**config.mk**
```make
export PLATFORM = sky130hd
export DESIGN_NAME = ternary_dot_acc
export DESIGN_NICKNAME = d
export VERILOG_FILES = /design/src/rtl/tdot_pkg.sv /design/src/rtl/tdot_select.sv /design/src/rtl/tdot_adder.sv /design/src/rtl/tdot_ctrl.sv /design/src/rtl/ternary_dot_acc.sv
export SDC_FILE = /design/constraint.sdc
export NUM_CORES = 1
export LEC_CHECK = 0
export BUFFER_PORTS_ARGS = -buffer_cell sky130_fd_sc_hd__buf_2
export CORE_MARGIN = 2
export CORE_UTILIZATION = 53
export CTS_BUF_LIST = sky130_fd_sc_hd__clkbuf_8
export DETAILED_ROUTE_END_ITERATION = 8
export PLACE_DENSITY_LB_ADDON = 0.3
export SLEW_MARGIN = 25
export SYNTH_ARGS = -nofsm -noshare
export SYNTH_HDL_FRONTEND = slang
export SYNTH_SLANG_ARGS = --single-unit
```
**constraint.sdc**
```tcl
create_clock -name clk -period 3.15 [get_ports clk]
set_input_delay 0 -clock clk [delete_from_list [all_inputs] [get_ports clk]]
set_output_delay 0 -clock clk [all_outputs]
set_load 0.01 [all_outputs]
```
**src/rtl/tdot_pkg.sv**
```systemverilog
package tdot_pkg;

    typedef enum logic [1:0] {
        W_ZERO = 2'd0,
        W_NEG  = 2'd1,
        W_POS  = 2'd2,
        W_BAD  = 2'd3
    } wcode_t;

    typedef enum logic {
        ST_GATHER = 1'b0,
        ST_OFFER  = 1'b1
    } phase_t;

    // Smallest accumulator that holds len terms of magnitude 2^(aw-1).
    function automatic int min_acc_w(input int aw, input int len);
        return aw + $clog2(len) + 1;
    endfunction

endpackage

```
**src/rtl/tdot_select.sv**
```systemverilog
module tdot_select
    import tdot_pkg::*;
#(
    parameter int ACT_W = 8,
    parameter int ACC_W = 15
) (
    input  logic [ACT_W-1:0] act,
    input  logic [1:0]       code,
    output logic [ACC_W-1:0] addend,
    output logic             carry_in,
    output logic             apply,
    output logic             zero_w,
    output logic             bad_w
);
    localparam int EXT_W = ACC_W - ACT_W;

    logic [ACC_W-1:0] ext;
    logic             invert;

    assign ext = {{EXT_W{act[ACT_W-1]}}, act};

    always_comb begin
        invert = 1'b0;
        apply  = 1'b0;
        zero_w = 1'b0;
        bad_w  = 1'b0;
        unique case (wcode_t'(code))
            W_ZERO: zero_w = 1'b1;
            W_NEG: begin
                invert = 1'b1;
                apply  = 1'b1;
            end
            W_POS:  apply  = 1'b1;
            W_BAD:  bad_w  = 1'b1;
        endcase
    end

    // Negation as inversion plus carry-in to the adder.
    assign addend   = ext ^ {ACC_W{invert}};
    assign carry_in = invert;

endmodule

```
**src/rtl/tdot_adder.sv**
```systemverilog
module tdot_adder #(
    parameter int ACC_W    = 15,
    parameter bit SATURATE = 1'b1
) (
    input  logic [ACC_W-1:0] base,
    input  logic [ACC_W-1:0] addend,
    input  logic             carry_in,
    output logic [ACC_W-1:0] result
);
    localparam int WIDE_W = ACC_W + 1;

    logic [WIDE_W-1:0] wide;
    logic              ovf;

    assign wide = {base[ACC_W-1], base} + {addend[ACC_W-1], addend}
                + {{ACC_W{1'b0}}, carry_in};
    assign ovf  = wide[ACC_W] ^ wide[ACC_W-1];

    generate
        if (SATURATE) begin : g_clamp
            always_comb begin
                if (!ovf)
                    result = wide[ACC_W-1:0];
                else if (wide[ACC_W])
                    result = {1'b1, {(ACC_W-1){1'b0}}};
                else
                    result = {1'b0, {(ACC_W-1){1'b1}}};
            end
        end else begin : g_wrap
            assign result = wide[ACC_W-1:0];
        end
    endgenerate

endmodule

```
**src/rtl/tdot_ctrl.sv**
```systemverilog
module tdot_ctrl
    import tdot_pkg::*;
(
    input  logic clk,
    input  logic rst_n,
    input  logic in_valid,
    input  logic in_last,
    input  logic res_ready,
    output logic in_ready,
    output logic res_valid,
    output logic accept
);
    phase_t state, state_nx;

    always_ff @(posedge clk or negedge rst_n) begin
        if (!rst_n)
            state <= ST_GATHER;
        else
            state <= state_nx;
    end

    always_comb begin
        state_nx = state;
        unique case (state)
            ST_GATHER: if (in_valid && in_last) state_nx = ST_OFFER;  // T_CLOSE
            ST_OFFER:  if (res_ready)           state_nx = ST_GATHER; // T_TAKEN
        endcase
    end

    always_comb begin
        in_ready  = 1'b0;
        res_valid = 1'b0;
        unique case (state)
            ST_GATHER: in_ready  = 1'b1;
            ST_OFFER:  res_valid = 1'b1;
        endcase
    end

    assign accept = in_valid && in_ready;

endmodule

```
**src/rtl/ternary_dot_acc.sv**
```systemverilog
module ternary_dot_acc
    import tdot_pkg::*;
#(
    parameter int ACT_W    = 8,
    parameter int MAX_LEN  = 64,
    parameter int ACC_W    = min_acc_w(ACT_W, MAX_LEN),
    parameter bit SATURATE = 1'b1,
    parameter int CNT_W    = $clog2(MAX_LEN + 1)
) (
    input  logic             clk,
    input  logic             rst_n,
    input  logic             in_valid,
    output logic             in_ready,
    input  logic [ACT_W-1:0] in_act,
    input  logic [1:0]       in_wcode,
    input  logic             in_start,
    input  logic             in_last,
    output logic             res_valid,
    input  logic             res_ready,
    output logic [ACC_W-1:0] res_sum,
    output logic [CNT_W-1:0] res_zeros,
    output logic             res_bad_code
);
    localparam logic [CNT_W-1:0] ZCNT_MAX = {CNT_W{1'b1}};

    logic             accept;
    logic [ACC_W-1:0] addend, base, summed;
    logic             carry_in, apply, zero_w, bad_w;
    logic [ACC_W-1:0] acc_q;
    logic [CNT_W-1:0] zeros_q, zeros_base;
    logic             bad_q;

    tdot_ctrl u_ctrl (
        .clk       (clk),
        .rst_n     (rst_n),
        .in_valid  (in_valid),
        .in_last   (in_last),
        .res_ready (res_ready),
        .in_ready  (in_ready),
        .res_valid (res_valid),
        .accept    (accept)
    );

    tdot_select #(.ACT_W(ACT_W), .ACC_W(ACC_W)) u_sel (
        .act      (in_act),
        .code     (in_wcode),
        .addend   (addend),
        .carry_in (carry_in),
        .apply    (apply),
        .zero_w   (zero_w),
        .bad_w    (bad_w)
    );

    assign base       = in_start ? '0 : acc_q;
    assign zeros_base = in_start ? '0 : zeros_q;

    tdot_adder #(.ACC_W(ACC_W), .SATURATE(SATURATE)) u_add (
        .base     (base),
        .addend   (addend),
        .carry_in (carry_in),
        .result   (summed)
    );

    always_ff @(posedge clk or negedge rst_n) begin
        if (!rst_n) begin
            acc_q   <= '0;
            zeros_q <= '0;
            bad_q   <= 1'b0;
        end else if (accept) begin
            acc_q   <= apply ? summed : base;
            zeros_q <= (zero_w && zeros_base != ZCNT_MAX) ? zeros_base + 1'b1
                                                          : zeros_base;
            bad_q   <= (bad_q && !in_start) || bad_w;
        end
    end

    assign res_sum      = acc_q;
    assign res_zeros    = zeros_q;
    assign res_bad_code = bad_q;

endmodule

```
==> Yosys cells after proc, flatten, opt, wreduce, memory -nomap -nowiden <==
Cells that the tools add are included.
{ "totals": {"reg_bits": 24, "output_inout_bits": 25, "wordCells": 37} }
{ "op_classes": {"addsub": 3, "eq_ne": 4, "mux": 15, "bitwise_logic": 3, "reduce_logical": 8} }
{ "ops": {"columns": ["op", "n"], "rows": [
  ["15-bit 2-to-1 mux", 4],
  ["15-bit by 15-bit adder with 16-bit output", 1],
  ["16-bit by 1-bit adder with 16-bit output", 1],
  ["15-bit XOR", 1],
  ["7-bit 2-to-1 mux", 2],
  ["1-bit 2-to-1 mux", 8],
  ["7-bit by 1-bit adder with 7-bit output (second input constant)", 1],
  ["7-bit inequality test (second input constant)", 1],
  ["2-bit == test (second input constant)", 2],
  ["1-bit logical AND", 4],
  ["2-bit by 1-bit == test with 1-bit output (second input constant)", 1],
  ["2-bit logical NOT", 1],
  ["1-bit one-hot mux with 2 select lines", 1],
  ["2-bit OR reduction", 1],
  ["1-bit logical NOT", 1],
  ["1-bit logical OR", 1],
  ["1-bit NOT", 1],
  ["1-bit XOR", 1]
]} }

==> Longest topological paths before layout <==
{ "logic_depth": {"depth_word": 8, "depth_mapped": 16, "mapped_depth_nobuf": 13} }

==> Cells and area by module <==
Synthesis repeated with hierarchy kept, for this count alone.
{ "hier_totals": {"hier_cells": 277, "hier_area_um2": 2389.8} }
{ "modules_own_cells": {"columns": ["mod", "n_inst", "cells_per_inst", "area_per_inst_um2", "seq_area_each_um2"], "rows": [
  ["ternary_dot_acc", 1, 100, 1098.6, 575.6],
  ["tdot_adder", 1, 152, 1059.8, 0.0],
  ["tdot_select", 1, 21, 178.9, 0.0],
  ["tdot_ctrl", 1, 4, 52.6, 25.0]
]} }

==> Least setup slack after synthesis <==
Ideal clock, no wire load.
{ "synth_timing": {"path_type": "input to register", "from": "in in_start", "to": "reg acc_q[12] (netlist: res_sum[12])", "setup_time_ns": 0.147, "t_arrival_ns": 3.359, "t_required_ns": 3.003, "setup_slack_ns": -0.356, "stages": 15, "path_buffers": 5, "cell_sequence": "clkbuf_1 > clkbuf_1 > clkbuf_1 > nor2b_1 > fa_1 > a211oi_1 > nor3_1 > nor3b_1 > o21ai_2 > a311o_2 > or3_1 > buf_2 > buf_6 > nand2_2 > a41oi_2"} }
{ "synth_via": {"elab_chain_cells": 6} }
{ "synth_lines": {"columns": ["item", "line_no", "source"], "rows": [
  ["start, declared", "ternary_dot_acc.sv:16", "input logic in_start,"],
  ["15-bit 2-to-1 mux (*)", "ternary_dot_acc.sv:54", "assign base = in_start ? '0 : acc_q;"],
  ["15-bit by 15-bit adder with 16-bit output", "tdot_adder.sv:15", "assign wide = {base[ACC_W-1], base} + {addend[ACC_W-1], addend}"],
  ["16-bit by 1-bit adder with 16-bit output", "tdot_adder.sv:16", "+ {{ACC_W{1'b0}}, carry_in};"],
  ["15-bit 2-to-1 mux / 1-bit XOR (equally long branches)", "tdot_adder.sv:24, tdot_adder.sv:17", null],
  ["15-bit 2-to-1 mux", "tdot_adder.sv:22", "if (!ovf)"],
  ["15-bit 2-to-1 mux (*)", "ternary_dot_acc.sv:70", "acc_q <= apply ? summed : base;"],
  ["end signal, assigned", "ternary_dot_acc.sv:70", null],
  ["end, declared", "ternary_dot_acc.sv:29", "logic [ACC_W-1:0] acc_q;"]
]} }
Mark *: on every way between the ends. The rest lies on a longest branch, timed or not.
A chain may end at the register's enable or synchronous reset.

==> Worst setup path in the final report <==
{ "layout_timing": {"from": "reg acc_q[1] (netlist: res_sum[1])", "to": "reg acc_q[12] (netlist: res_sum[12])"} }
{ "layout_via": {"elab_chain_cells": 6} }
{ "layout_lines": {"columns": ["item", "line_no"], "rows": [
  ["15-bit 2-to-1 mux (*)", "ternary_dot_acc.sv:54"],
  ["15-bit by 15-bit adder with 16-bit output (*)", "tdot_adder.sv:15"],
  ["16-bit by 1-bit adder with 16-bit output (*)", "tdot_adder.sv:16"],
  ["15-bit 2-to-1 mux / 1-bit XOR (equally long branches)", "tdot_adder.sv:24, tdot_adder.sv:17"],
  ["15-bit 2-to-1 mux (*)", "tdot_adder.sv:22"],
  ["15-bit 2-to-1 mux (*)", "ternary_dot_acc.sv:70"]
]} }
Marks and branches as above.

==> results.py <==
metrics = {
    "synth": {
        "synth.area.top_cells": "dfrtp_1 (25%), ha_1 (8.3%), nand2_1 (5.9%)",
        "yosysSeqAreaShare_pct": 25.0,
        "yosysUniqueCellTypes": 56,
        "synth_top_area_share_pct": 25.0,
        "yosysTopAreaCell": "dfrtp_1",
        "syn_area_um2": 2400,
        "synth-seq-cells": 24,
        "syn_avg_cell_area_um2": 8.10,
        "syn_nets": 329,
        "syn-instance-count": 296,
        "synthArstFlopShare_pct": 100,
        "synth_ff_type": "dfrtp_1",
        "synth_edf_count": 0,
        "yosys_warnings": 0,
    },
    "die": {
        "dieArea_um2": 5080,
        "rows": 24,
        "die_y_um": 71.3,
        "die_w_um": 71.3,
        "coreArea_um2": 4350,
        "io_pins": 41,
        "start_util_pct": 55.1,
    },
    "cells_and_area": {
        "nNetsFinal": 400,
        "design_area_um2": 2990,
        "antennaDiodeCount": 0,
        "fin_cells": 418,
        "final_layout_size_suffix_gt1_share_pct": 26.8,
        "fillerInstances": 363,
        "fin_util_pct": 68.7,
        "area_growth_pct": 24.8,
    },
    "route": {
        "ant_nets": 0,
        "routedWlPerCell_um": 15.7,
        "num_vias": 2533,
        "drc": 0,
        "drt_iter0_markers": 181,
        "vias_per_cell": 6.06,
        "wl_um": 6560,
        "drt_first_pass_iters": 4,
    },
    "clocking": {
        "tritoncts": "done",
        "cts-root-buf": "clkbuf_8",
        "clock_path_buffers": 2,
        "cts_made_buffers": 3,
        "cts_max_level": 1,
        "clkTransAtPathRegs_ps": 90,
        "clkLatencyLatePin_ps": 270,
        "cts_sinks": 24,
    },
    "sta": {
        "skew_ps": 2.83,
        "hold_viol": 0,
        "fin_ws_ps": 142,
        "finalMaxSlewViolations": 0,
        "worst_pin_slew_ps": 569,
        "fin_crit_sh_pct": 95.5,
        "layout_min_cycle_time_ps": 3010,
        "relSlewSlack_pct": 62.0,
        "fmax_mhz": 332,
        "setup_viol": 0,
    },
    "critical_path": {
        "reg2regPathDepth": 11,
        "path_max_fanout": 5,
        "crit_arrival_ps": 3120,
        "required_ps": 3270,
        "crit_type": "flop to flop",
        "start_kind": "flop",
        "crit_path_end_kind": "flop",
    },
    "grt": {
        "grt_usage_pct": 26.6,
        "grt_start_max_net_pins": 25,
        "antenna_found_initial": 0,
        "grt_pass1_wl_um": 11000,
        "grt_pass1_vias": 2392,
        "grt_overflow": 0,
    },
    "placement": {
        "gp_congestion": 0.908,
        "dpl.hpwl_um": 4990,
        "pre_cts_slack_ps": -33.3,
        "port_buffers": 40,
        "placed_area_um2": 2840,
        "dp_cells": 408,
    },
    "power": {
        "power_w": 0.00212,
        "leakagePower_nw": 1.39,
        "power_density_nw_per_um2": 708,
        "peakVddDrop_mv": 0.335,
    },
    "status": {
        "outcome": "finished, final reports clean",
    },
    "min_path": {
        "whs_path_depth": 3,
        "min_path_type": "input pin to flop",
    },
    "run": {
        "maxCapViolCount": 0,
    },
}
[cell usage in the layout (no fill, tap or decap), types with 3 or more instances in the layout]
cell type | synthesis | layout
and2_1 | 5 | 5
a41oi_1 | 3 | 3
ha_1 | 16 | 16
nand4_1 | 6 | 6
xor2_1 | 11 | 11
a211oi_1 | 7 | 6
o21ai_0 | 16 | 14
clkbuf_8 | 0 | 4
nand2_1 | 38 | 38
nand3_1 | 18 | 18
nor2_1 | 23 | 23
a21oi_1 | 19 | 19
nand2b_1 | 6 | 6
buf_2 | 1 | 40
xnor2_1 | 15 | 15
inv_1 | 7 | 7
dfrtp_1 | 24 | 24
dlygate4sd3_1 | 0 | 3
nor3_1 | 11 | 9
nor2b_1 | 15 | 15
buf_4 | 1 | 34
o21ai_1 | 1 | 3
[cell type report]
type,instances,area (um^2),area share [%]
Inverter,7,26.3,0.878
Tap cell,52,65.1,2.17
Sequential cell,24,601,20.1
Clock buffer,4,55.1,1.84
Multi-Input combinational cell,254,1760,58.8
Timing Repair Buffer,77,485,16.2
[Yosys cell counts, drive strengths merged (2+ instances only)]
| cell | count |
|---|---|
| clkbuf | 7 |
| inv | 7 |
| a32oi | 2 |
| and2 | 5 |
| buf | 4 |
| a22o | 2 |
| ha | 16 |
| o211ai | 3 |
| xnor2 | 17 |
| o31ai | 2 |
| nor2 | 23 |
| nand2b | 6 |
| or3 | 2 |
| nand3 | 18 |
| nand2 | 39 |
| nand4 | 6 |
| nor3b | 2 |
| a41oi | 4 |
| nor2b | 15 |
| nor3 | 11 |
| a21o | 2 |
| a31oi | 2 |
| dfrtp | 24 |
| a211oi | 8 |
| o21ai | 18 |
| o311ai | 2 |
| nand3b | 2 |
| xor2 | 12 |
| a32o | 2 |
| and3 | 2 |
| a21oi | 20 |
[worst paths after layout]
| check | start | to | slack, ps |
|---|---|---|---|
| min reg2reg | res_bad_code | res_bad_code | 510 |
| max reg2reg | res_sum[1] | res_sum[12] | 140 |
| max | res_sum[1] | res_sum[12] | 140 |
| min in group asynchronous | rst_n | res_sum[7] | 240 |
| max in group asynchronous | rst_n | res_sum[9] | 2540 |
| min | in_wcode[1] | res_bad_code | 110 |
[state kept, by name, indices dropped and copies added, names as in the netlist]
register and flops:
res_zeros 7, u_ctrl.state 1, res_bad_code 1, res_sum 15
[metrics by stage]
| stage | setup TNS [ps] | hold WS (ps) |
|---|---|---|
| CTS | 0 | 107 |
| finish | 0 | 109 |
| floorplan | 0 | -296 |
| global route | -0.331 | 153 |
| global placement | 0 | 12.2 |
| detailed placement | -155 | 16.2 |
[metal layers]
layer  vias up  track usage [%]  wire, um
met3        10             2.11       456
met1      1208             36.1      2880
li1       1212                -         -
met4         0             7.13        93
met5         -                0         0
met2       103             46.0      3130
[where the power goes]
part | switching (W) | total (W) | internal [W]
Clock | 0.000102 | 0.000214 | 0.000112
Sequential | 0.0000993 | 0.000512 | 0.000413
Combinational | 0.000758 | 0.00139 | 0.000634
Total | 0.000960 | 0.00212 | 0.00116
[critical path: stages, from the launching register on]
cell      delay [ps]
dfrtp_1          410
nor2b_1          180
fa_2             420
a211oi_4         260
nor3_2            90
nor3b_2          230
o21ai_2           90
a311o_2          410
or3_4            400
buf_4            170
nand2_2           60
a41oi_2          130
[logic make-up after synthesis]
family / after synthesis / share of synthesized area (%)
AND/OR/NAND/NOR: 133 / 28.0
XOR/XNOR: 29 / 12.0
buffers and inverters: 18 / 3.65
adder cells (fa/ha/maj): 17 / 9.18
AO/OA/AOI/OAI: 75 / 22.1
flip-flops: 24 / 25.0
[timing repair]
item,CTS,global route
pin swaps,0,2
endpoints found under the setup margin,9,14
setup buffers,2,1
hold buffers,3,0
gates resized for setup,1,9
endpoints found under the hold margin,25,0
Note: power is estimated with default switching activity, not from simulation.
